--- src/rtl/rstbank_pkg.sv ---
package rstbank_pkg;
  // Strobes passed from the decoder to the line datapath.
  typedef struct packed {
    logic setStb;   // release selected lines (drive high)
    logic clrStb;   // hold selected lines (drive low)
    logic rdStat;   // status word read
  } strobe_t;
endpackage

--- src/rtl/rstbank_ctrl.sv ---
module rstbank_ctrl #(
  parameter int ADDR_W = 12,
  parameter logic [ADDR_W-1:0] SET_OFS  = ADDR_W'('h18),
  parameter logic [ADDR_W-1:0] CLR_OFS  = ADDR_W'('h1C),
  parameter logic [ADDR_W-1:0] STAT_OFS = ADDR_W'('h20)
) (
  input  logic [ADDR_W-1:0]  addr,
  input  logic               wrEn,
  input  logic               rdEn,
  output rstbank_pkg::strobe_t stb
);
  logic hitSet;
  logic hitClr;
  logic hitStat;

  always_comb begin
    hitSet  = (addr == SET_OFS);
    hitClr  = (addr == CLR_OFS);
    hitStat = (addr == STAT_OFS);
    // One address per cycle, so the set and clear strobes never coincide.
    stb.setStb = wrEn & hitSet;
    stb.clrStb = wrEn & hitClr;
    stb.rdStat = rdEn & hitStat;
  end
endmodule

--- src/rtl/rstbank_dp.sv ---
module rstbank_dp #(
  parameter int LINES = 16,
  parameter logic [LINES-1:0] RST_VAL = '0,
  localparam int PAD_W = 32 - LINES
) (
  input  logic               clk,
  input  logic               sysRstN,
  input  rstbank_pkg::strobe_t stb,
  input  logic [LINES-1:0]   lineMask,
  output logic [LINES-1:0]   lineQ,
  output logic [31:0]        rdData
);
  logic [31:0] statWord;

  // Line state: release ORs the mask in, hold masks it out.
  always_ff @(posedge clk or negedge sysRstN) begin
    if (!sysRstN) begin
      lineQ <= RST_VAL;
    end else if (stb.setStb) begin
      lineQ <= lineQ | lineMask;
    end else if (stb.clrStb) begin
      lineQ <= lineQ & ~lineMask;
    end
  end

  generate
    if (PAD_W > 0) begin : g_pad
      assign statWord = {{PAD_W{1'b0}}, lineQ};
    end else begin : g_full
      assign statWord = lineQ;
    end
  endgenerate

  // Registered read port: status or zero.
  always_ff @(posedge clk or negedge sysRstN) begin
    if (!sysRstN) begin
      rdData <= '0;
    end else begin
      rdData <= stb.rdStat ? statWord : '0;
    end
  end

  AST_CLR_DRIVES_LOW: assert property (@(posedge clk) disable iff (!sysRstN)
    stb.clrStb |=> ((lineQ & $past(lineMask)) == '0));
  AST_SET_DRIVES_HIGH: assert property (@(posedge clk) disable iff (!sysRstN)
    stb.setStb |=> ((~lineQ & $past(lineMask)) == '0));
  AST_UNSELECTED_KEPT: assert property (@(posedge clk) disable iff (!sysRstN)
    (stb.setStb || stb.clrStb) |=> (((lineQ ^ $past(lineQ)) & ~$past(lineMask)) == '0));
  AST_IDLE_STABLE: assert property (@(posedge clk) disable iff (!sysRstN)
    !(stb.setStb || stb.clrStb) |=> $stable(lineQ));
endmodule

--- src/rtl/rstbank_top.sv ---
module rstbank_top #(
  parameter int LINES = 16,
  parameter logic [LINES-1:0] RST_VAL = '0,
  parameter int ADDR_W = 12,
  parameter logic [ADDR_W-1:0] SET_OFS  = ADDR_W'('h18),
  parameter logic [ADDR_W-1:0] CLR_OFS  = ADDR_W'('h1C),
  parameter logic [ADDR_W-1:0] STAT_OFS = ADDR_W'('h20)
) (
  input  logic              clk,
  input  logic              sysRstN,
  input  logic [ADDR_W-1:0] addr,
  input  logic              wrEn,
  input  logic [31:0]       wrData,
  input  logic              rdEn,
  output logic [31:0]       rdData,
  output logic [LINES-1:0]  periphRstN
);
  rstbank_pkg::strobe_t stb;

  generate
    if (LINES < 32) begin : g_unusedHi
      logic unusedHi;
      assign unusedHi = ^wrData[31:LINES];
    end
  endgenerate

  rstbank_ctrl #(
    .ADDR_W(ADDR_W), .SET_OFS(SET_OFS), .CLR_OFS(CLR_OFS), .STAT_OFS(STAT_OFS)
  ) u_ctrl (
    .addr(addr), .wrEn(wrEn), .rdEn(rdEn), .stb(stb)
  );

  rstbank_dp #(.LINES(LINES), .RST_VAL(RST_VAL)) u_dp (
    .clk(clk), .sysRstN(sysRstN), .stb(stb),
    .lineMask(wrData[LINES-1:0]), .lineQ(periphRstN), .rdData(rdData)
  );

  AST_STATUS_READ: assert property (@(posedge clk) disable iff (!sysRstN)
    (rdEn && addr == STAT_OFS) |=> (rdData[LINES-1:0] == $past(periphRstN)));
  AST_OTHER_READ_ZERO: assert property (@(posedge clk) disable iff (!sysRstN)
    !(rdEn && addr == STAT_OFS) |=> (rdData == '0));
  AST_FOREIGN_WRITE_IGNORED: assert property (@(posedge clk) disable iff (!sysRstN)
    (wrEn && addr != SET_OFS && addr != CLR_OFS) |=> $stable(periphRstN));
endmodule

--- config.mk ---
export PLATFORM = sky130hd
export DESIGN_NAME = rstbank_top
export DESIGN_NICKNAME = d
export VERILOG_FILES = /design/src/rtl/rstbank_pkg.sv /design/src/rtl/rstbank_ctrl.sv /design/src/rtl/rstbank_dp.sv /design/src/rtl/rstbank_top.sv
export SDC_FILE = /design/constraint.sdc
export NUM_CORES = 1
export LEC_CHECK = 0
export ABC_AREA = 1
export BUFFER_PORTS_ARGS = -buffer_cell sky130_fd_sc_hd__buf_2
export CAP_MARGIN = 20
export CELL_PAD_IN_SITES_DETAIL_PLACEMENT = 1
export CELL_PAD_IN_SITES_GLOBAL_PLACEMENT = 2
export CORE_MARGIN = 10
export CORE_UTILIZATION = 24
export DETAILED_ROUTE_END_ITERATION = 8
export PLACE_DENSITY = 0.82
export SETUP_SLACK_MARGIN = 0.5
export SYNTH_ARGS = -nofsm -noshare
export SYNTH_HDL_FRONTEND = slang
export SYNTH_SLANG_ARGS = --single-unit
--- constraint.sdc ---
create_clock -name clk -period 1.5 [get_ports clk]
set_input_delay 0.3 -clock clk [delete_from_list [all_inputs] [get_ports clk]]
set_output_delay 0.3 -clock clk [all_outputs]
set_load 0.1 [all_outputs]
==> impl_summary.log, run 1 <==
INFO  metric synth_top_cell_area_share = 0.512
INFO  metric initialDrtViolationCount = 31
INFO  metric cts.sinks = 32
INFO  metric timing.critical_path.buf_inv = 1
INFO  metric cell_rows = 29
INFO  metric area_growth_syn_to_layout = 66.8%
INFO  metric antennaDiodeCount = 0
INFO  metric arrival = 0.88 ns
INFO  metric worst_skew_pair.late_latency = 0.28 ns
INFO  metric ys_top_cells_by_count = 36 x sky130_fd_sc_hd__nand2_1, 33 x sky130_fd_sc_hd__inv_1, 32 x sky130_fd_sc_hd__dfrtp_1, 18 x sky130_fd_sc_hd__buf_4
INFO  metric grt_pass1_vias = 1530
INFO  metric async_flop_share = 1.00
INFO  metric total_number_of_vias = 1390
INFO  metric synth.area.mux_share = 0
INFO  metric detail-route-antenna-nets = 0
INFO  metric dp_cells = 320
INFO  metric worstRegToRegCells = 4
INFO  metric maximum_fanout_along_the_worst_path = 2
INFO  metric crit_path_end_kind = output port
INFO  metric numCtsBuffers = 5
INFO  metric synth-compound-area-share = 0
INFO  metric critPathSlowestCell = sky130_fd_sc_hd__dfrtp_2
INFO  metric crit_cells = 1
INFO  metric die-width = around 100 um
INFO  metric combinational_family_with_the_most_area_after_synthesis = simple AND/OR/NAND/NOR gates
INFO  metric postSynth.topFlopCell = sky130_fd_sc_hd__dfrtp_1
INFO  metric netlist-cell-type-count = 14
INFO  metric remaining_global_route_overflow = 0
INFO  metric report.final.slew_viol_count = 0
INFO  metric setup.worst_path.start_class = register
INFO  metric netlist_instances = ~180
INFO  metric pwr-share-comb = 0.181
INFO  metric htree_levels = 2
INFO  metric drt_wl_total = 4770 um
INFO  metric power.switching_fraction = 0.314
INFO  metric worst-setup-path-type = register to output port
INFO  metric final_cell_count_no_fill = ~330
INFO  metric intPower = approximately 0.0012 W
INFO  metric num_io_pins = 96
INFO  metric p_clk_frac = 0.342
INFO  metric type_of_the_most_critical_hold_path = input port to register
INFO  metric fin_nets = 302
INFO  metric floorplan.core_area = 6350 um^2
INFO  metric synth.avg_cell_area = 8.49 um^2
INFO  metric synthMostInstantiatedCell = sky130_fd_sc_hd__nand2_1
INFO  metric die_h = 101 um
INFO  metric maxCapViolations = 0
INFO  metric ir_drop = just under 0.3 mV
INFO  metric share_of_synthesized_area_occupied_by_flip_flops_and_latches = 0.512
INFO  metric grt_max_degree = 33
INFO  metric ff2ff_setup_slack = ~0.73 ns
INFO  metric detail_route.drc_violations = 0
INFO  metric place_hpwl = 3420 um
INFO  metric wire_length_of_the_first_global_routing_pass = about 7400 um
INFO  metric ys.warnings.count = 0
INFO  metric critical-path-max-stage-delay = 0.43 ns
INFO  metric power.density = 697 nW/um^2
INFO  metric tns = 0 ns
INFO  metric post_synth_fa_ha_maj_area_fraction = 0
INFO  metric final.period_utilization = 0.785
INFO  metric drt_first_pass_iters = 4
INFO  metric overall_routing_resource_usage = 0.0906
INFO  metric rsz0062_at_grt = true
INFO  metric synth-edff-count = 0
INFO  metric route.detailed.wl_per_inst = 14.4 um
INFO  metric timing.final.hold_violations = 0
INFO  metric leakagePower = 1.31 nW
INFO  metric tritoncts = yes
INFO  metric routed_via_density = 4.20
INFO  metric cts-root-buf = sky130_fd_sc_hd__clkbuf_8
INFO  metric crit_required = about 1.2 ns
INFO  metric synth_seq_cells = 32
INFO  metric ys_top_cells_by_area = sky130_fd_sc_hd__dfrtp_1 51%, sky130_fd_sc_hd__buf_4 8.6%, sky130_fd_sc_hd__nand2_1 8.6%, sky130_fd_sc_hd__inv_1 7.9%, sky130_fd_sc_hd__nand4_1 6.4%
INFO  metric die_area = 10100 um^2
INFO  metric cell_family_with_the_largest_share_of_critical_path_delay = flip-flops
INFO  metric ctsLongestPathBuffers = 2
INFO  metric final_period_minus_worst_setup_slack = 1.18 ns
INFO  metric synthSimpleGateAreaFrac = 0.294
INFO  metric antenna_found_initial = 0
INFO  metric seq_power_share = 0.477
INFO  metric yosys.area_share.xor_xnor = 0
INFO  metric cp_cell_sequence = buf_12
INFO  metric outcome = finished, final reports clean
INFO  metric netSwitchingPower = 0.000570 W
INFO  metric initial_utilization = 0.246
INFO  metric timing.fmax = 849 MHz
INFO  metric post_route_cells_drive_above_1_share = 0.531
INFO  metric gpl.final_weighted_congestion = 0.677
INFO  metric fin_skew = 0.00685 ns
INFO  metric synth_top_cell_by_area = sky130_fd_sc_hd__dfrtp_1
INFO  metric setup_viol = 0
INFO  metric mapped_cell_area = 1560 um^2
INFO  metric port_buffers = 63
INFO  metric cts.clk_slew.worst_paths = about 0.070 ns
INFO  metric critical_path.endpoint = periphRstN[8]
[what timing repair did]
item,in CTS,in global routing
gates cloned,0,2
hold buffers,1,0
setup buffers,0,1
setup endpoints to repair,33,71
endpoints found under the hold margin,14,0
pin swaps,0,16
gates resized for setup,81,42
[cells by family after synthesis]
| family | after synthesis |
|---|---|
| simple gates | 93 |
| flops | 32 |
| buf+inv | 58 |
| other cells | 1 |
[power by group through the flow]
| stage | clock, W | combinational [W] | sequential [W] |
|---|---|---|---|
| 2_1_floorplan | 0 | 0.000236 | 0.000896 |
| 3_3_place_gp | 0 | 0.000302 | 0.000882 |
| 3_5_place_dp | 0 | 0.000304 | 0.000882 |
| 4_1_cts | 0.000662 | 0.000310 | 0.000866 |
| 5_1_grt | 0.000691 | 0.000347 | 0.000866 |
| 6_report | 0.000621 | 0.000329 | 0.000867 |
[through the flow]
| step | instance area [um^2] | total power [W] | utilization | worst slack, ns | hold slack, ns |
|---|---|---|---|---|---|
| finish | 2610 | 0.00182 | 0.410 | 0.322 | 0.304 |
| CTS | 2350 | 0.00184 | 0.370 | 0.304 | 0.296 |
| detailed placement | 1990 | 0.00119 | 0.313 | 0.202 | 0.248 |
| global placement | 1990 | 0.00118 | 0.313 | 0.231 | 0.246 |
| floorplan | 1700 | 0.00113 | - | 0.407 | 0.00441 |
| global route | 2610 | 0.00190 | 0.410 | 0.291 | 0.325 |
[metal layers]
layer / vias up / wire (um) / track usage
met5: - / 0 / 0
met2: 53 / 2430 / 0.152
met1: 664 / 1820 / 0.0945
li1: 669 / - / -
met3: 4 / 454 / 0.0425
met4: 0 / 63 / 0.0391
[layout by cell type, fill, tap and decap left out]
cell type / synthesis / layout
sky130_fd_sc_hd__nor2_2: 10 / 11
sky130_fd_sc_hd__nand4_1: 16 / 16
sky130_fd_sc_hd__nand4_4: 1 / 1
sky130_fd_sc_hd__nand2_1: 36 / 34
sky130_fd_sc_hd__buf_6: 1 / 16
sky130_fd_sc_hd__clkbuf_4: 0 / 1
sky130_fd_sc_hd__buf_2: 5 / 25
sky130_fd_sc_hd__clkbuf_1: 1 / 1
sky130_fd_sc_hd__dlygate4sd3_1: 0 / 1
sky130_fd_sc_hd__nand3_2: 0 / 6
sky130_fd_sc_hd__nand3_1: 16 / 10
sky130_fd_sc_hd__clkinv_2: 0 / 1
sky130_fd_sc_hd__conb_1: 1 / 16
sky130_fd_sc_hd__inv_1: 33 / 33
sky130_fd_sc_hd__buf_12: 0 / 19
sky130_fd_sc_hd__dfrtp_2: 0 / 32
sky130_fd_sc_hd__nand2_2: 0 / 2
sky130_fd_sc_hd__buf_8: 0 / 8
sky130_fd_sc_hd__nor2_4: 1 / 5
sky130_fd_sc_hd__clkbuf_16: 0 / 2
sky130_fd_sc_hd__buf_4: 18 / 1
sky130_fd_sc_hd__nor2_1: 13 / 8
sky130_fd_sc_hd__clkbuf_8: 0 / 5
[final cells by class]
class                   instances  area [um^2]
flip-flops and latches         32          841
inverters                      33          124
well taps                      77         96.3
clock inverters                 1         5.00
repair buffers                 73          881
clock buffers                   6         72.6
fillers                       710         3740
multi-input cells             109          587
[worst reg2reg max path, stage by stage, from the launching register on]
cell and delay, ns:
sky130_fd_sc_hd__dfrtp_2 0.42, sky130_fd_sc_hd__inv_1 0.09, sky130_fd_sc_hd__nand2_1 0.06, sky130_fd_sc_hd__nand2_1 0.06, sky130_fd_sc_hd__inv_1 0.03
[how the worst min path moves through the flow]
| stage | from | to | slack [ns] | cells after the start |
|---|---|---|---|---|
| global route | wrData[10] | register | 0.33 | 4 |
| CTS | wrData[6] | register | 0.30 | 4 |
| global placement | sysRstN | u_dp.rdData[2]$_DFF_PN0_ | 0.25 | 1 |
| detailed placement | sysRstN | u_dp.rdData[2]$_DFF_PN0_ | 0.25 | 1 |
| finish | wrData[6] | register | 0.30 | 4 |
| floorplan | sysRstN | async pin | 0.004 | 0 |
(Power assumes the default switching activity.)
==> run 2, diff against run 1 <==
Settings changed: CORE_UTILIZATION 24 to 22, PLACE_DENSITY 0.82 to 0.76.
Clock period 1.5 ns to 1.25 ns, I/O delays scaled along.
==> impl_summary.log, run 2 (synthesized netlist as in run 1, its figures left out) <==
INFO  metric fin_skew = 0.00810 ns (+0.00126 ns)
INFO  metric htree_levels = 2 (unchanged)
INFO  metric drt-met1-wl = 2340 um (+28%)
INFO  metric route.detailed.wl_per_inst = 15.4 um (+6.7%)
INFO  metric pre_cts_slack = -0.0176 ns (-0.220 ns)
INFO  metric hold_buffers = 0 (-1)
INFO  metric failed_checks = hold timing
INFO  metric critPathSlowestCell = sky130_fd_sc_hd__dfrtp_4
INFO  metric final_period_minus_worst_setup_slack = 1.21 ns
INFO  metric floorplan.core_area = 6830 um^2 (+7.6%)
INFO  metric routed-wl-met3 = 273 um (-40%)
INFO  metric crit_required = 1.00 ns (-0.20 ns)
INFO  metric critical-path-max-stage-delay = 0.50 ns (+0.07 ns)
INFO  metric outcome = finished, violations left
INFO  metric cell_rows = 30 (+3.4%)
INFO  metric grt_max_degree = 33 (unchanged)
INFO  metric finalHoldWorstSlack = -0.00352 ns (-0.307 ns)
INFO  metric routed_via_density = 4.01 (-4.6%)
INFO  metric grt_pass1_vias = 1678 (+9.7%)
INFO  metric gpl.final_weighted_congestion = 0.671 (-0.84%)
INFO  metric tritoncts = yes
INFO  metric report.final.slew_viol_count = 0 (unchanged)
INFO  metric port_buffers = 63 (unchanged)
INFO  metric die_area = 10900 um^2 (+7.2%)
INFO  metric initialDrtViolationCount = 23 (-26%)
INFO  metric drt_wl_total = 5550 um (+16%)
INFO  metric total_number_of_vias = 1447 (+4.1%)
INFO  metric remaining_global_route_overflow = 0 (unchanged)
INFO  metric antenna_found_initial = 0 (unchanged)
INFO  metric final.period_utilization = 0.966
INFO  metric leakagePower = 1.44 nW (+9.8%)
INFO  metric cell_family_with_the_largest_share_of_critical_path_delay = flip-flops
INFO  metric power.density = 726 nW/um^2 (+4.1%)
INFO  metric initial_utilization = 0.229 (-0.0174)
INFO  metric ctsLongestPathBuffers = 2 (unchanged)
INFO  metric detail-route-antenna-nets = 0 (unchanged)
INFO  metric rsz0062_at_grt = true
INFO  metric top_library_cells_by_usage_in_the_layout_fill_and_taps_aside = 38 x sky130_fd_sc_hd__buf_12, 34 x sky130_fd_sc_hd__nand2_1, 33 x sky130_fd_sc_hd__inv_1
INFO  metric cts-root-buf = sky130_fd_sc_hd__clkbuf_8
INFO  metric final_common_cell = sky130_fd_sc_hd__buf_12
INFO  metric timing.critical_path.buf_inv = 1 (unchanged)
INFO  metric num_io_pins = 96 (unchanged)
INFO  metric setup.worst_path.start_class = register
INFO  metric setup_viol = 0 (unchanged)
INFO  metric layout_setup_ws = 0.0426 ns (-0.280 ns)
INFO  metric maximum_fanout_along_the_worst_path = 2 (unchanged)
INFO  metric timing.fmax = 828 MHz
INFO  metric area_growth_syn_to_layout = 101%
INFO  metric overall_routing_resource_usage = 0.100 (+0.00954)
INFO  metric crit_path_end_kind = output port
INFO  metric fin_nets = 312 (+3.3%)
INFO  metric timing.final.hold_violations = 8 (+8)
INFO  metric type_of_the_most_critical_hold_path = input port to async pin
INFO  metric cp_cell_sequence = buf_12
INFO  metric worst_skew_pair.late_latency = 0.28 ns (about the same)
INFO  metric numCtsBuffers = 5 (unchanged)
INFO  metric place_hpwl = 3810 um (+12%)
INFO  metric detail_route.drc_violations = 0 (unchanged)
INFO  metric route.met2.wl = 2870 um (+18%)
INFO  metric crit_cells = 1 (unchanged)
INFO  metric cts.clk_slew.worst_paths = 0.07 ns (about the same)
INFO  metric wire_length_of_the_first_global_routing_pass = 8780 um (+19%)
INFO  metric arrival = 0.96 ns (+0.08 ns)
INFO  metric die-width = 104 um (+3.6%)
INFO  metric drt_first_pass_iters = 4 (unchanged)
INFO  metric maxCapViolations = 0 (unchanged)
INFO  metric cts.sinks = 32 (unchanged)
INFO  metric post_route_cells_drive_above_1_share = 0.600 (+0.0685)
INFO  metric worstRegToRegCells = 4 (unchanged)
INFO  metric worst-setup-path-type = register to output port
INFO  metric topRoutingLayerUsed = met4
INFO  metric ir_drop = 0.362 mV (+25%)
INFO  metric die_h = 104 um (+3.6%)
INFO  metric antennaDiodeCount = 0 (unchanged)
[run 2: cell types whose count changed in the layout (fill, tap and decap cells not counted), sizes merged]
cell         before  now
dlygate4sd3       1    0
clkbuf            9    6
buf              69   83
clkinv            1    2
[run 2: timing repair]
item / 4_1_cts / 5_1_grt
pin swaps: 24 / 12
setup buffers: 7 / 1
gates cloned: 5 / 0
endpoints found under the setup margin: 64 / 64
gates resized for setup: 49 / 8
[run 2: area by class of cell]
type                       instances  area, um^2
sequential                        32         921
multi-input combinational        109         707
fill                             747        3690
tap                               96         120
timing repair buffer              83        1170
clock inverter                     2        10.0
inverter                          33         124
clock buffer                       6        82.6
[run 2: power by group]
group	leakage, nW	switching (W)	total, W	internal [W]
Clock	0.0510	0.000397	0.000837	0.000439
Combinational	1.05	0.000320	0.000402	0.0000819
Sequential	0.335	0.00000260	0.00104	0.00104
Total	1.44	0.000720	0.00228	0.00156
[run 2: path summary, 6_finish.rpt]
kind | start | endpoint | slack, ns
setup / recovery | register | periphRstN[10] | 0.04
min in group clk | wrData[0] | register | 0.26
hold reg to reg | register | u_dp.rdData[3]$_DFF_PN0_ | 0.63
hold / removal | sysRstN | async pin | -0.004
setup reg to reg | register | register | 0.35
max in group asynchronous | sysRstN | async pin | 0.91
[run 2: metal layers]
layer  vias to the layer above  track usage
li1                        690            -
met1                       700        0.113
met2                        53        0.175
met3                         4       0.0310
met4                         0       0.0328
met5                         -            0
[run 2: worst reg2reg max path, cell delays in order (launching register included)]
cell and delay, ns:
sky130_fd_sc_hd__dfrtp_4 0.49, sky130_fd_sc_hd__inv_1 0.14, sky130_fd_sc_hd__nand2_1 0.07, sky130_fd_sc_hd__nand2_1 0.07, sky130_fd_sc_hd__inv_1 0.04
[run 2: per-stage QoR]
step	power (W)	cells	area [um^2]	setup TNS, ns	util
5_1_grt	0.00238	361	3140	0	0.460
4_1_cts	0.00231	360	3080	0	0.451
2_1_floorplan	0.00136	199	1780	0	-
3_5_place_dp	0.00143	340	2590	-0.0283	0.379
6_report	0.00228	361	3140	0	0.460
3_3_place_gp	0.00143	340	2590	0	0.379
